$ cat src/rtl/pw_pkg.sv
package pw_pkg;
  localparam int unsigned REG_W    = 16;
  localparam int unsigned LED_W    = 4;
  localparam int unsigned AUTO_BIT = 7;

  typedef struct packed {
    logic             auto_en;
    logic [LED_W-1:0] led;
  } latch_t;

  // Place the latch fields at their register positions; the rest are zero.
  function automatic logic [REG_W-1:0] pack_reg(input latch_t l);
    logic [REG_W-1:0] r;
    r = '0;
    r[LED_W-1:0] = l.led;
    r[AUTO_BIT]  = l.auto_en;
    return r;
  endfunction

  function automatic latch_t unpack_reg(input logic [REG_W-1:0] d);
    latch_t l;
    l.led     = d[LED_W-1:0];
    l.auto_en = d[AUTO_BIT];
    return l;
  endfunction

  // Next value of the idle counter.
  function automatic logic [31:0] next_idle(input logic [31:0] cnt,
                                            input logic restart);
    return restart ? 32'd0 : cnt + 32'd1;
  endfunction
endpackage

$ cat src/rtl/pw_timer.sv
module pw_timer #(
  parameter int unsigned TIMEOUT_CYC = 200_000_000,
  localparam int unsigned CW = $clog2(TIMEOUT_CYC + 1)
) (
  input  logic clk_i,
  input  logic rst_ni,
  input  logic restart_i,
  output logic ok_o,
  output logic expire_o
);
  localparam logic [CW-1:0] LIMIT = CW'(TIMEOUT_CYC - 1);

  logic [CW-1:0] cnt_q;
  logic          ok_q;
  logic          at_limit_w;
  logic [31:0]   nxt_w;

  assign at_limit_w = (cnt_q == LIMIT);
  assign expire_o   = ok_q && !restart_i && at_limit_w;
  assign nxt_w      = pw_pkg::next_idle(32'(cnt_q), restart_i);

  always_ff @(posedge clk_i) begin
    if (!rst_ni) begin
      cnt_q <= '0;
      ok_q  <= 1'b1;
    end else if (restart_i) begin
      cnt_q <= '0;
      ok_q  <= 1'b1;
    end else if (expire_o) begin
      ok_q  <= 1'b0;
    end else if (ok_q) begin
      cnt_q <= nxt_w[CW-1:0];
    end
  end

  assign ok_o = ok_q;
endmodule

$ cat src/rtl/pw_latch.sv
module pw_latch
  import pw_pkg::*;
(
  input  logic             clk_i,
  input  logic             rst_ni,
  input  logic             wr_i,
  input  logic [REG_W-1:0] data_i,
  output latch_t           state_o,
  output logic [REG_W-1:0] readback_o
);
  latch_t st_q;
  logic   unused_bits;

  assign unused_bits = ^{data_i[REG_W-1:AUTO_BIT+1], data_i[AUTO_BIT-1:LED_W]};

  always_ff @(posedge clk_i) begin
    if (!rst_ni) st_q <= '0;
    else if (wr_i) st_q <= unpack_reg(data_i);
  end

  assign state_o    = st_q;
  assign readback_o = pack_reg(st_q);
endmodule

$ cat src/rtl/pw_indicate.sv
module pw_indicate (
  input  logic clk_i,
  input  logic rst_ni,
  input  logic ok_i,
  input  logic expire_i,
  input  logic auto_en_i,
  input  logic echo_sel_i,
  input  logic sw_out3_i,
  output logic green_o,
  output logic red_o,
  output logic reboot_o,
  output logic dout3_o
);
  logic reboot_q;

  always_ff @(posedge clk_i) begin
    if (!rst_ni) reboot_q <= 1'b0;
    else         reboot_q <= expire_i && auto_en_i;
  end

  assign green_o  = ok_i;
  assign red_o    = !ok_i;
  assign reboot_o = reboot_q;
  assign dout3_o  = echo_sel_i ? ok_i : sw_out3_i;
endmodule

$ cat src/rtl/poll_watchdog.sv
module poll_watchdog #(
  parameter int unsigned TIMEOUT_CYC = 200_000_000
) (
  input  logic        clk_i,
  input  logic        rst_ni,
  input  logic        board_rd_i,
  input  logic        reg_wr_i,
  input  logic [15:0] wr_data_i,
  input  logic        echo_sel_i,
  input  logic        sw_out3_i,
  output logic        wd_ok_o,
  output logic        lamp_green_o,
  output logic        lamp_red_o,
  output logic [3:0]  boot_led_o,
  output logic        auto_rst_en_o,
  output logic        reboot_req_o,
  output logic        dout3_o,
  output logic [15:0] regval_o
);
  import pw_pkg::*;

  logic   ok_w;
  logic   expire_w;
  latch_t latch_w;

  pw_timer #(.TIMEOUT_CYC(TIMEOUT_CYC)) u_timer (
    .clk_i    (clk_i),
    .rst_ni   (rst_ni),
    .restart_i(board_rd_i),
    .ok_o     (ok_w),
    .expire_o (expire_w)
  );

  pw_latch u_latch (
    .clk_i     (clk_i),
    .rst_ni    (rst_ni),
    .wr_i      (reg_wr_i),
    .data_i    (wr_data_i),
    .state_o   (latch_w),
    .readback_o(regval_o)
  );

  pw_indicate u_ind (
    .clk_i     (clk_i),
    .rst_ni    (rst_ni),
    .ok_i      (ok_w),
    .expire_i  (expire_w),
    .auto_en_i (latch_w.auto_en),
    .echo_sel_i(echo_sel_i),
    .sw_out3_i (sw_out3_i),
    .green_o   (lamp_green_o),
    .red_o     (lamp_red_o),
    .reboot_o  (reboot_req_o),
    .dout3_o   (dout3_o)
  );

  assign wd_ok_o       = ok_w;
  assign boot_led_o    = latch_w.led;
  assign auto_rst_en_o = latch_w.auto_en;
endmodule

$ cat config.mk
export PLATFORM = sky130hd
export DESIGN_NAME = poll_watchdog
export DESIGN_NICKNAME = d
export VERILOG_FILES = /design/src/rtl/pw_pkg.sv /design/src/rtl/pw_timer.sv /design/src/rtl/pw_latch.sv /design/src/rtl/pw_indicate.sv /design/src/rtl/poll_watchdog.sv
export SDC_FILE = /design/constraint.sdc
export NUM_CORES = 1
export LEC_CHECK = 0
export BUFFER_PORTS_ARGS = -buffer_cell sky130_fd_sc_hd__buf_2
export CORE_MARGIN = 1
export CORE_UTILIZATION = 53
export CTS_CLUSTER_DIAMETER = 200
export DETAILED_ROUTE_END_ITERATION = 12
export HOLD_SLACK_MARGIN = 0.06
export PLACE_DENSITY = 0.85
export SLEW_MARGIN = 20
export SYNTH_ARGS = -nofsm -noshare
export SYNTH_HDL_FRONTEND = slang
export SYNTH_SLANG_ARGS = --single-unit
$ cat constraint.sdc
create_clock -name clk_i -period 2.45 [get_ports clk_i]
set_input_delay 0.735 -clock clk_i [delete_from_list [all_inputs] [get_ports clk_i]]
set_output_delay 0.735 -clock clk_i [all_outputs]
set_load 0.005 [all_outputs]
==> impl_metrics.yaml, run 1 <==
status:
  outcome: "complete, no violations"
flow_run:
  maxCapViolCount: 0
setup_path:
  cp_slowest_cell: "o21ai_4"
  r2r_start: "u_timer.cnt_q[0]"
  required_ns: 2.69
  slowest_delay_ns: 0.50
  startpoint_type: "flip-flop"
  worst_ep_arrival_time_ns: 2.28
  crit_family: "simple AND/OR/NAND/NOR gates"
  crit_chain: "ha_1 > and4_1 > nand4_4 > o21ai_4 > mux2i_1 > nor2_1"
  r2r_end: "u_timer.cnt_q[1]"
  crit_path_end: "u_timer.cnt_q[1]"
  crit_buf_inv: 0
  critPathLaunch: "u_timer.cnt_q[0]"
  reg2reg_setup_slack_ns: 0.41
  critPathMaxFanout: 19
  path_class: "reg2reg"
  cp.depth: 6
  r2r_cells: 6
  end_kind: "flip-flop"
logic_synthesis:
  yosys_most_used_dff: "dfxtp_1"
  synth-warning-count: 0
  avgSynthCellArea_sq_um: 9.21
  synth_cell_types: 47
  synth_async_sr_flop_share_pct: 0
  synth_edf_count: 0
  synth_area_sq_um: 1910
  netlist_instances: 207
  synth.yosys.seq_area_share_pct: 36.8
  ys_ff_latch: 35
placement:
  placed_area_sq_um: 1990
  dp_hpwl_mm: 2.67
  gp_congestion: 0.801
  port_buffers: 25
power:
  power_density_nw_per_um2: 466
  p_leak_nw: 0.841
  vdd_drop_max_mv: 0.224
route:
  drtAntennaViolNets: 0
  first_pass_iters: 4
  totalWireLength_mm: 3.67
  wl_per_cell_um: 13.4
  vias: 1567
  viasPerCell: 5.70
  drc: 0
  dr.first_iter.drc_count: 67
timing:
  rsz0062_at_grt: "no"
  setup_viol: 0
  drv_slew: 0
  slew_headroom_pct: 66.0
  finClkSkew_ns: 0.00972
  finalCritPeriodShare_pct: 83.3
  period_minus_slack_ns: 2.04
  max_freq_mhz: 490
  hold_viol: 0
  worst-slew-pin-transition_ns: 0.507
  fin_setup_tns_ns: 0
global_route:
  grt_pass1_vias: 1250
  antenna_found_initial: 0
  grt_pass1_wl_mm: 5.70
  track_usage_pct: 20.8
  grt-ovfl-total: 0
  grt_max_degree: 20
die:
  die_y_um: 62.0
  design.core.area_sq_um: 3390
  fp-row-count: 21
  start_util_pct: 56.2
  io_pins: 48
  dieArea_sq_um: 3840
  die_w_um: 62.0
clock_tree:
  cts_num_sinks: 35
  cts_buffers: 5
  cts_buffer_depth: 2
  postCtsResizedCells: 0
  cts_root_buffer: "clkbuf_4"
  cts_setup_buffers: 0
  clk_latency_ns: 0.34
  cts_tree: "built"
  htree_levels: 2
  cts_hold_buf: 0
  clk_pin_slew_ns: 0.10
finish:
  antennaDiodeCount: 0
  final_util_pct: 60.3
  stdcell_area_sq_um: 2040
  drive_gt1_share_pct: 21.8
  nFillCells: 308
  multi_input_area_sq_um: 1060
  fin_nets: 252
  seq_area_sq_um: 701
  syn_to_final_growth_pct: 7.29
min_path:
  min_path_type: "reg2reg"
-- synthesized netlist by cell type (5+ instances only) --
library cell	n	area, sq um
nor2_1	14	52.6
dfxtp_1	35	701
nand3_1	9	45.0
nand4_1	6	37.5
mux2i_1	7	70.1
a21oi_1	8	40.0
or3_1	5	31.3
o211ai_1	5	37.5
nor2b_1	6	37.5
and4_1	5	43.8
nand2_1	15	56.3
xor2_1	9	78.8
buf_4	17	128
or4_1	6	45.0
-- how the worst min path moves through the flow --
stage	to	cells past startpoint	slack, ns	from
after floorplan	u_timer.cnt_q[25]	2	0.45	u_timer.cnt_q[25]
after global placement	u_ind.reboot_o	2	0.45	u_latch.readback_o[7]
after detailed placement	u_ind.reboot_o	2	0.46	u_latch.readback_o[7]
after CTS	u_ind.reboot_o	2	0.47	u_latch.readback_o[7]
after global routing	u_ind.reboot_o	2	0.50	u_latch.readback_o[7]
final	u_ind.reboot_o	2	0.47	u_latch.readback_o[7]
-- flip-flops by register name, summed over array words and instances, names as in the netlist --
name                flops
u_ind.reboot_o          1
u_latch.readback_o      5
u_timer.cnt_q          28
u_timer.ok_o            1
-- kinds of logic (layout without fill, tap and decap cells) --
logic type	after synthesis	after routing	share of synthesized area, %
and+or+nand+nor	91	91	30.8
other	1	11	0.197
muxes	8	8	4.27
buffers and inverters	27	39	9.59
DFF	35	35	36.8
AOI/OAI and AO/OA	33	33	12.7
adders and majority gates	1	1	0.656
xor gates and xnor gates	11	11	5.06
-- stage by stage --
step / worst slack [ns] / std cells / power (mW) / hold slack (ns)
2_1_floorplan: 0.598 / 217 / 0.642 / 0.447
3_3_place_gp: 0.446 / 268 / 0.647 / 0.454
3_5_place_dp: 0.364 / 268 / 0.650 / 0.455
4_1_cts: 0.388 / 275 / 0.964 / 0.470
5_1_grt: 0.279 / 275 / 1.00 / 0.503
6_report: 0.410 / 275 / 0.952 / 0.469
-- worst register-to-register path: cells and delay by family (launching register included) --
kind,cells,cell delay [ns]
simple gates,3,0.56
compound gates,1,0.50
flops,1,0.40
mux,1,0.27
fa+ha+maj,1,0.21
-- cell type report --
cell class / instances / area share, %
inverters: 2 / 0.367
repair buffers: 30 / 7.96
clock inverters: 1 / 0.245
multi-input cells: 155 / 51.8
clock buffers: 6 / 2.51
flip-flops and latches: 35 / 34.3
well taps: 46 / 2.82
-- report_power, final --
| group | internal, mW | leakage, nW | switching, mW |
|---|---|---|---|
| Sequential | 0.575 | 0.283 | 0.00477 |
| Combinational | 0.0264 | 0.524 | 0.0298 |
| Clock | 0.133 | 0.0341 | 0.184 |
| Total | 0.734 | 0.841 | 0.218 |
-- cells in the final DEF, fill, tap and decap left out, types with 2 or more instances in the layout --
cell / count
a21oi_1: 8
and2_1: 2
and3_1: 4
and4_1: 5
buf_2: 25
buf_4: 5
clkbuf_4: 5
conb_1: 11
dfxtp_1: 35
inv_1: 2
mux2i_1: 7
nand2_1: 15
nand2b_1: 2
nand3_1: 9
nand4_1: 6
nand4_4: 2
nor2_1: 14
nor2b_1: 6
nor3_1: 4
o2111ai_1: 3
o211ai_1: 5
o21a_1: 4
o21ai_0: 4
o21ai_1: 2
o31ai_1: 3
or3_1: 5
or4_1: 6
xnor2_1: 2
xor2_1: 9
-- layer usage --
metal,share of wire [%],GRT usage [%]
met1,47,25.1
met2,46,33.1
met3,5.0,7.04
met4,2.5,9.84
met5,0,0
Power figures use the tool's default switching activity.
==> inputs of run 2 (changes only) <==
==> constraint.sdc (replaced) <==
create_clock -name clk_i -period 1.9 [get_ports clk_i]
set_input_delay 0.57 -clock clk_i [delete_from_list [all_inputs] [get_ports clk_i]]
set_output_delay 0.57 -clock clk_i [all_outputs]
set_load 0.005 [all_outputs]
==> run 2 against run 1 <==
Largest power group unchanged. Critical endpoint is now dout3_o. Final area up 5.0%. Worst hold slack gained 0.0024 ns. Total power rose by 27%.
==> impl_metrics.yaml, run 2 (synthesized netlist as in run 1, its figures left out) <==
status:
  outcome: "complete, no violations"
finish:
  final_common_cell: "dfxtp_1"
  fin_nets: 260
  drive_gt1_share_pct: 26.1
  nFillCells: 312
  final_cell_mix: "33 x dfxtp_1, 25 x buf_2, 15 x nand2_1"
  syn_to_final_growth_pct: 12.7
  top_register: "u_timer.cnt_q"
  largest_reg_flops: 28
  stdcell_area_sq_um: 2150
  antennaDiodeCount: 0
global_route:
  grt_max_degree: 16
  grt_pass1_wl_mm: 5.69
  antenna_found_initial: 0
  grt-ovfl-total: 0
  grt_pass1_vias: 1352
  track_usage_pct: 20.9
clock_tree:
  cts_hold_buf: 0
  cts_tree: "built"
  cts_num_sinks: 35
  cts_buffer_depth: 2
  htree_levels: 2
  clk_latency_ns: 0.34
  cts_buffers: 5
  clk_pin_slew_ns: 0.10
  cts_root_buffer: "clkbuf_4"
min_path:
  hold_depth: 2
  min_delay_worst_endpoint: "u_ind.reboot_o"
  min-delay-start: "u_latch.readback_o[7]"
  min_path_type: "reg2reg"
die:
  start_util_pct: 56.2
  die_y_um: 62.0
  dieArea_sq_um: 3840
  io_pins: 48
  die_w_um: 62.0
  design.core.area_sq_um: 3390
  fp-row-count: 21
setup_path:
  end_kind: "output port"
  r2r_cells: 7
  crit_chain: "buf_4 > mux2_2 > buf_2"
  worst_ep_arrival_time_ns: 1.26
  cp_slowest_cell: "dfxtp_1"
  r2r_start: "u_timer.cnt_q[1]"
  reg2reg_setup_slack_ns: 0.09
  slowest_delay_ns: 0.33
  r2r_end: "u_timer.cnt_q[23]"
  path_class: "reg2out"
  critPathMaxFanout: 13
  required_ns: 1.33
  startpoint_type: "flip-flop"
  critPathLaunch: "u_timer.ok_o"
power:
  vdd_drop_max_mv: 0.423
  p_leak_nw: 0.889
  power_density_nw_per_um2: 563
  total_power_mw: 1.21
route:
  wl_per_cell_um: 13.4
  totalWireLength_mm: 3.79
  vias: 1558
  dr.first_iter.drc_count: 44
  drc: 0
  viasPerCell: 5.49
  first_pass_iters: 4
  drtAntennaViolNets: 0
timing:
  setup_viol: 0
  hold_viol: 0
  max_freq_mhz: 546
  drv_slew: 0
  period_minus_slack_ns: 1.83
  finClkSkew_ns: 0.00558
  holdWs_ns: 0.471
  finalCritPeriodShare_pct: 96.4
placement:
  port_buffers: 25
  dp_hpwl_mm: 2.71
  placed_area_sq_um: 2040
  gp_congestion: 0.812
flow_run:
  maxCapViolCount: 0
-- run 2: cell count changes in the layout (fill, tap and decap cells not counted), sizes merged --
cell,before,now
buf,30,38
clkbuf,6,7
-- run 2: what timing repair did --
action                                  4_1_cts  5_1_grt
setup buffers                                 0        4
resized for setup                             0        6
endpoints found under the setup margin        2       11
pin swaps                                     2        2
-- run 2: worst max-delay path: cells and delay by family, from the launching register on --
family | cells | cell delay (ns)
buf+inv | 2 | 0.31
flops | 1 | 0.33
mux | 1 | 0.27
-- run 2: per-layer routing --
metal,up-vias,GRT usage (%),wire length (um)
met1,719,24.1,1760
li1,792,-,-
met3,5,7.45,181
met5,-,0,0
met2,42,36.0,1820
met4,0,6.35,36
-- run 2: worst max-delay path by stage --
stage / depth (start not counted) / to / slack (ns)
floorplan: 7 / u_timer.cnt_q[1] / 0.16
global placement: 7 / u_timer.cnt_q[12] / 0.04
detailed placement: 7 / u_timer.cnt_q[1] / 0.009
CTS: 7 / u_timer.cnt_q[1] / 0.007
global route: 7 / u_timer.cnt_q[23] / -0.01
finish: 3 / dout3_o / 0.07
-- run 2: through the flow --
step                setup TNS [ns]  std cells  util [%]  worst slack, ns
floorplan                        0        217         -            0.161
global placement                 0        272      60.3           0.0384
detailed placement               0        272      60.3          0.00927
CTS                              0        280      61.8          0.00727
global route               -0.0127        284      63.3          -0.0127
finish                           0        284      63.3           0.0677
-- run 2: power by group --
part | switching, mW | total (mW) | internal [mW] | leakage [nW]
clock network | 0.243 | 0.387 | 0.144 | 0.0293
logic | 0.0395 | 0.0753 | 0.0358 | 0.576
registers | 0.00569 | 0.747 | 0.742 | 0.284
total | 0.288 | 1.21 | 0.921 | 0.889
-- run 2: layout make-up --
cell class | count | area (sq um) | area share, %
Sequential cell | 35 | 703 | 32.8
Clock inverter | 1 | 5.00 | 0.233
Multi-Input combinational cell | 155 | 1070 | 49.8
Tap cell | 46 | 57.6 | 2.68
Inverter | 2 | 7.51 | 0.350
Clock buffer | 7 | 45.0 | 2.10
Timing Repair Buffer | 38 | 260 | 12.1
==> inputs of run 3 (changes only) <==
--- a/config.mk
+++ b/config.mk
@@ -6,10 +6,12 @@
 export NUM_CORES = 1
 export LEC_CHECK = 0
 export BUFFER_PORTS_ARGS = -buffer_cell sky130_fd_sc_hd__buf_2
+export CORE_ASPECT_RATIO = 2
 export CORE_MARGIN = 1
 export CORE_UTILIZATION = 53
 export CTS_CLUSTER_DIAMETER = 200
 export DETAILED_ROUTE_END_ITERATION = 12
+export GPL_TIMING_DRIVEN = 0
 export HOLD_SLACK_MARGIN = 0.06
 export PLACE_DENSITY = 0.85
 export SLEW_MARGIN = 20
==> constraint.sdc (replaced) <==
create_clock -name clk_i -period 1.9 [get_ports clk_i]
set_input_delay 0.475 -clock clk_i [delete_from_list [all_inputs] [get_ports clk_i]]
set_output_delay 0.475 -clock clk_i [all_outputs]
set_load 0.005 [all_outputs]
==> run 3 against run 2 <==
Count of clock-buffer cells in the layout increased by 1. Final area up 6.5%. Clock skew down 0.0012 ns. Sequential power hardly changed. Cell count is 6.7% higher. Global-route usage grew 2.7 points. Sequential share of layout area decreased by 2.0 points. Worst hold slack got worse by 0.031 ns. Fmax is 0.38% higher. Critical path type is now reg2reg. Via count is 8.5% higher. Total power rose by 19%.
==> impl_metrics.yaml, run 3 (synthesized netlist as in run 1, its figures left out) <==
status:
  outcome: "complete, no violations"
route:
  drtAntennaViolNets: 0
  totalWireLength_mm: 4.21
  drc: 0
  wl_per_cell_um: 13.9
  dr.first_iter.drc_count: 51
  vias: 1690
  viasPerCell: 5.58
  first_pass_iters: 4
timing:
  hold_viol: 0
  drv_slew: 0
  max_freq_mhz: 548
  slew_headroom_pct: 62.7
  layout_setup_ws_ns: 0.0746
  worst-slew-pin-transition_ns: 0.560
  setup_viol: 0
  rsz0062_at_grt: "no"
  finClkSkew_ns: 0.00439
  period_minus_slack_ns: 1.83
  finalCritPeriodShare_pct: 96.1
  holdWs_ns: 0.440
  fin_setup_tns_ns: 0
die:
  fp-row-count: 30
  start_util_pct: 55.8
  io_pins: 48
  design.core.area_sq_um: 3420
  dieArea_sq_um: 3850
  die_w_um: 44.4
  die_y_um: 86.8
finish:
  final_cell_mix: "33 x dfxtp_1, 27 x buf_2, 22 x buf_4"
  largest_reg_flops: 28
  fin_nets: 277
  seq_area_sq_um: 703
  multi_input_area_sq_um: 1080
  nFillCells: 291
  antennaDiodeCount: 0
  drive_gt1_share_pct: 29.8
  top_register: "u_timer.cnt_q"
  syn_to_final_growth_pct: 20.0
  final_common_cell: "dfxtp_1"
clock_tree:
  htree_levels: 2
  clk_pin_slew_ns: 0.07
  cts_root_buffer: "clkbuf_8"
  cts_num_sinks: 35
  cts_buffers: 5
  clk_latency_ns: 0.29
  cts_tree: "built"
  cts_buffer_depth: 2
power:
  vdd_drop_max_mv: 0.497
  p_leak_nw: 0.975
  power_density_nw_per_um2: 631
global_route:
  grt_pass1_vias: 1607
  grt_max_degree: 11
  grt-ovfl-total: 0
  grt_pass1_wl_mm: 6.83
  track_usage_pct: 23.6
  antenna_found_initial: 0
setup_path:
  cp_slowest_cell: "or4_1"
  r2r_start: "u_timer.cnt_q[0]"
  crit_chain: "ha_2 > nand3_2 > nor3_2 > o211ai_1 > or4_1 > nand2_1"
  path_class: "reg2reg"
  startpoint_type: "flip-flop"
  critPathLaunch: "u_timer.cnt_q[0]"
  worst_ep_arrival_time_ns: 2.06
  end_kind: "flip-flop"
  slowest_delay_ns: 0.49
  required_ns: 2.14
  critPathMaxFanout: 8
min_path:
  min_path_type: "in2reg"
  min-delay-start: "wr_data_i[2]"
placement:
  dp_hpwl_mm: 3.06
  gp_congestion: 0.859
  port_buffers: 24
  dp_slack_ns: -0.0905
flow_run:
  maxCapViolCount: 0
run 3: cell count changes in the layout (fill, tap and decap cells not counted), moves of 2 or more:
cell / before / now
clkbuf_8: 0 / 7
buf_2: 25 / 27
buf_6: 0 / 2
clkbuf_4: 5 / 0
buf_4: 10 / 22
buf_12: 3 / 0
clkbuf_1: 2 / 5
run 3: path summary, 6_finish.rpt:
check                               end  slack [ns]  cells after the start
hold / removal    u_latch.readback_o[2]        0.44                      3
setup / recovery      u_timer.cnt_q[14]        0.07                      6
setup reg to reg      u_timer.cnt_q[14]        0.07                      6
hold reg to reg          u_ind.reboot_o        0.47                      2
run 3: metal layers:
layer / vias up / global-route usage [%] / routed length, um
li1: 823 / - / -
met4: 0 / 14.9 / 136
met2: 64 / 43.7 / 2290
met1: 789 / 22.2 / 1600
met5: - / 0 / 0
met3: 14 / 4.17 / 183
run 3: repair_timing:
item                                    CTS  global route
hold endpoints to repair                  0             0
pin swaps                                 2             4
hold buffers                              0             0
gates resized for setup                   1             8
buffers inserted                          2             3
cloned                                    0             1
endpoints found under the setup margin   10            14
run 3: final cells by class:
class | instances | area share (%)
sequential | 35 | 30.7
buffer | 25 | 7.66
clock buffer | 8 | 4.38
timing repair buffer | 30 | 7.11
multi-input combinational | 155 | 47.2
inverter | 2 | 0.328
tap | 48 | 2.63
run 3: power by group:
group          switching [mW]  internal [mW]  total, mW
Sequential            0.00654          0.742      0.749
Combinational          0.0443         0.0520     0.0963
Clock                   0.267          0.331      0.598
run 3: worst max-delay path: cells and delay by family, from the launching register on:
family | cells | cell delay, ns
compound gates | 1 | 0.21
flops | 1 | 0.36
simple gates | 4 | 0.98
fa+ha+maj | 1 | 0.21
run 3: through the flow:
stage	util, %	cell area, sq um	total power [mW]	std cells
final	67.0	2290	1.44	303
after global routing	67.0	2290	1.49	303
after CTS	65.7	2240	1.46	299
after detailed placement	62.2	2120	0.861	289
after global placement	62.2	2120	0.859	289
after floorplan	-	1940	0.827	217
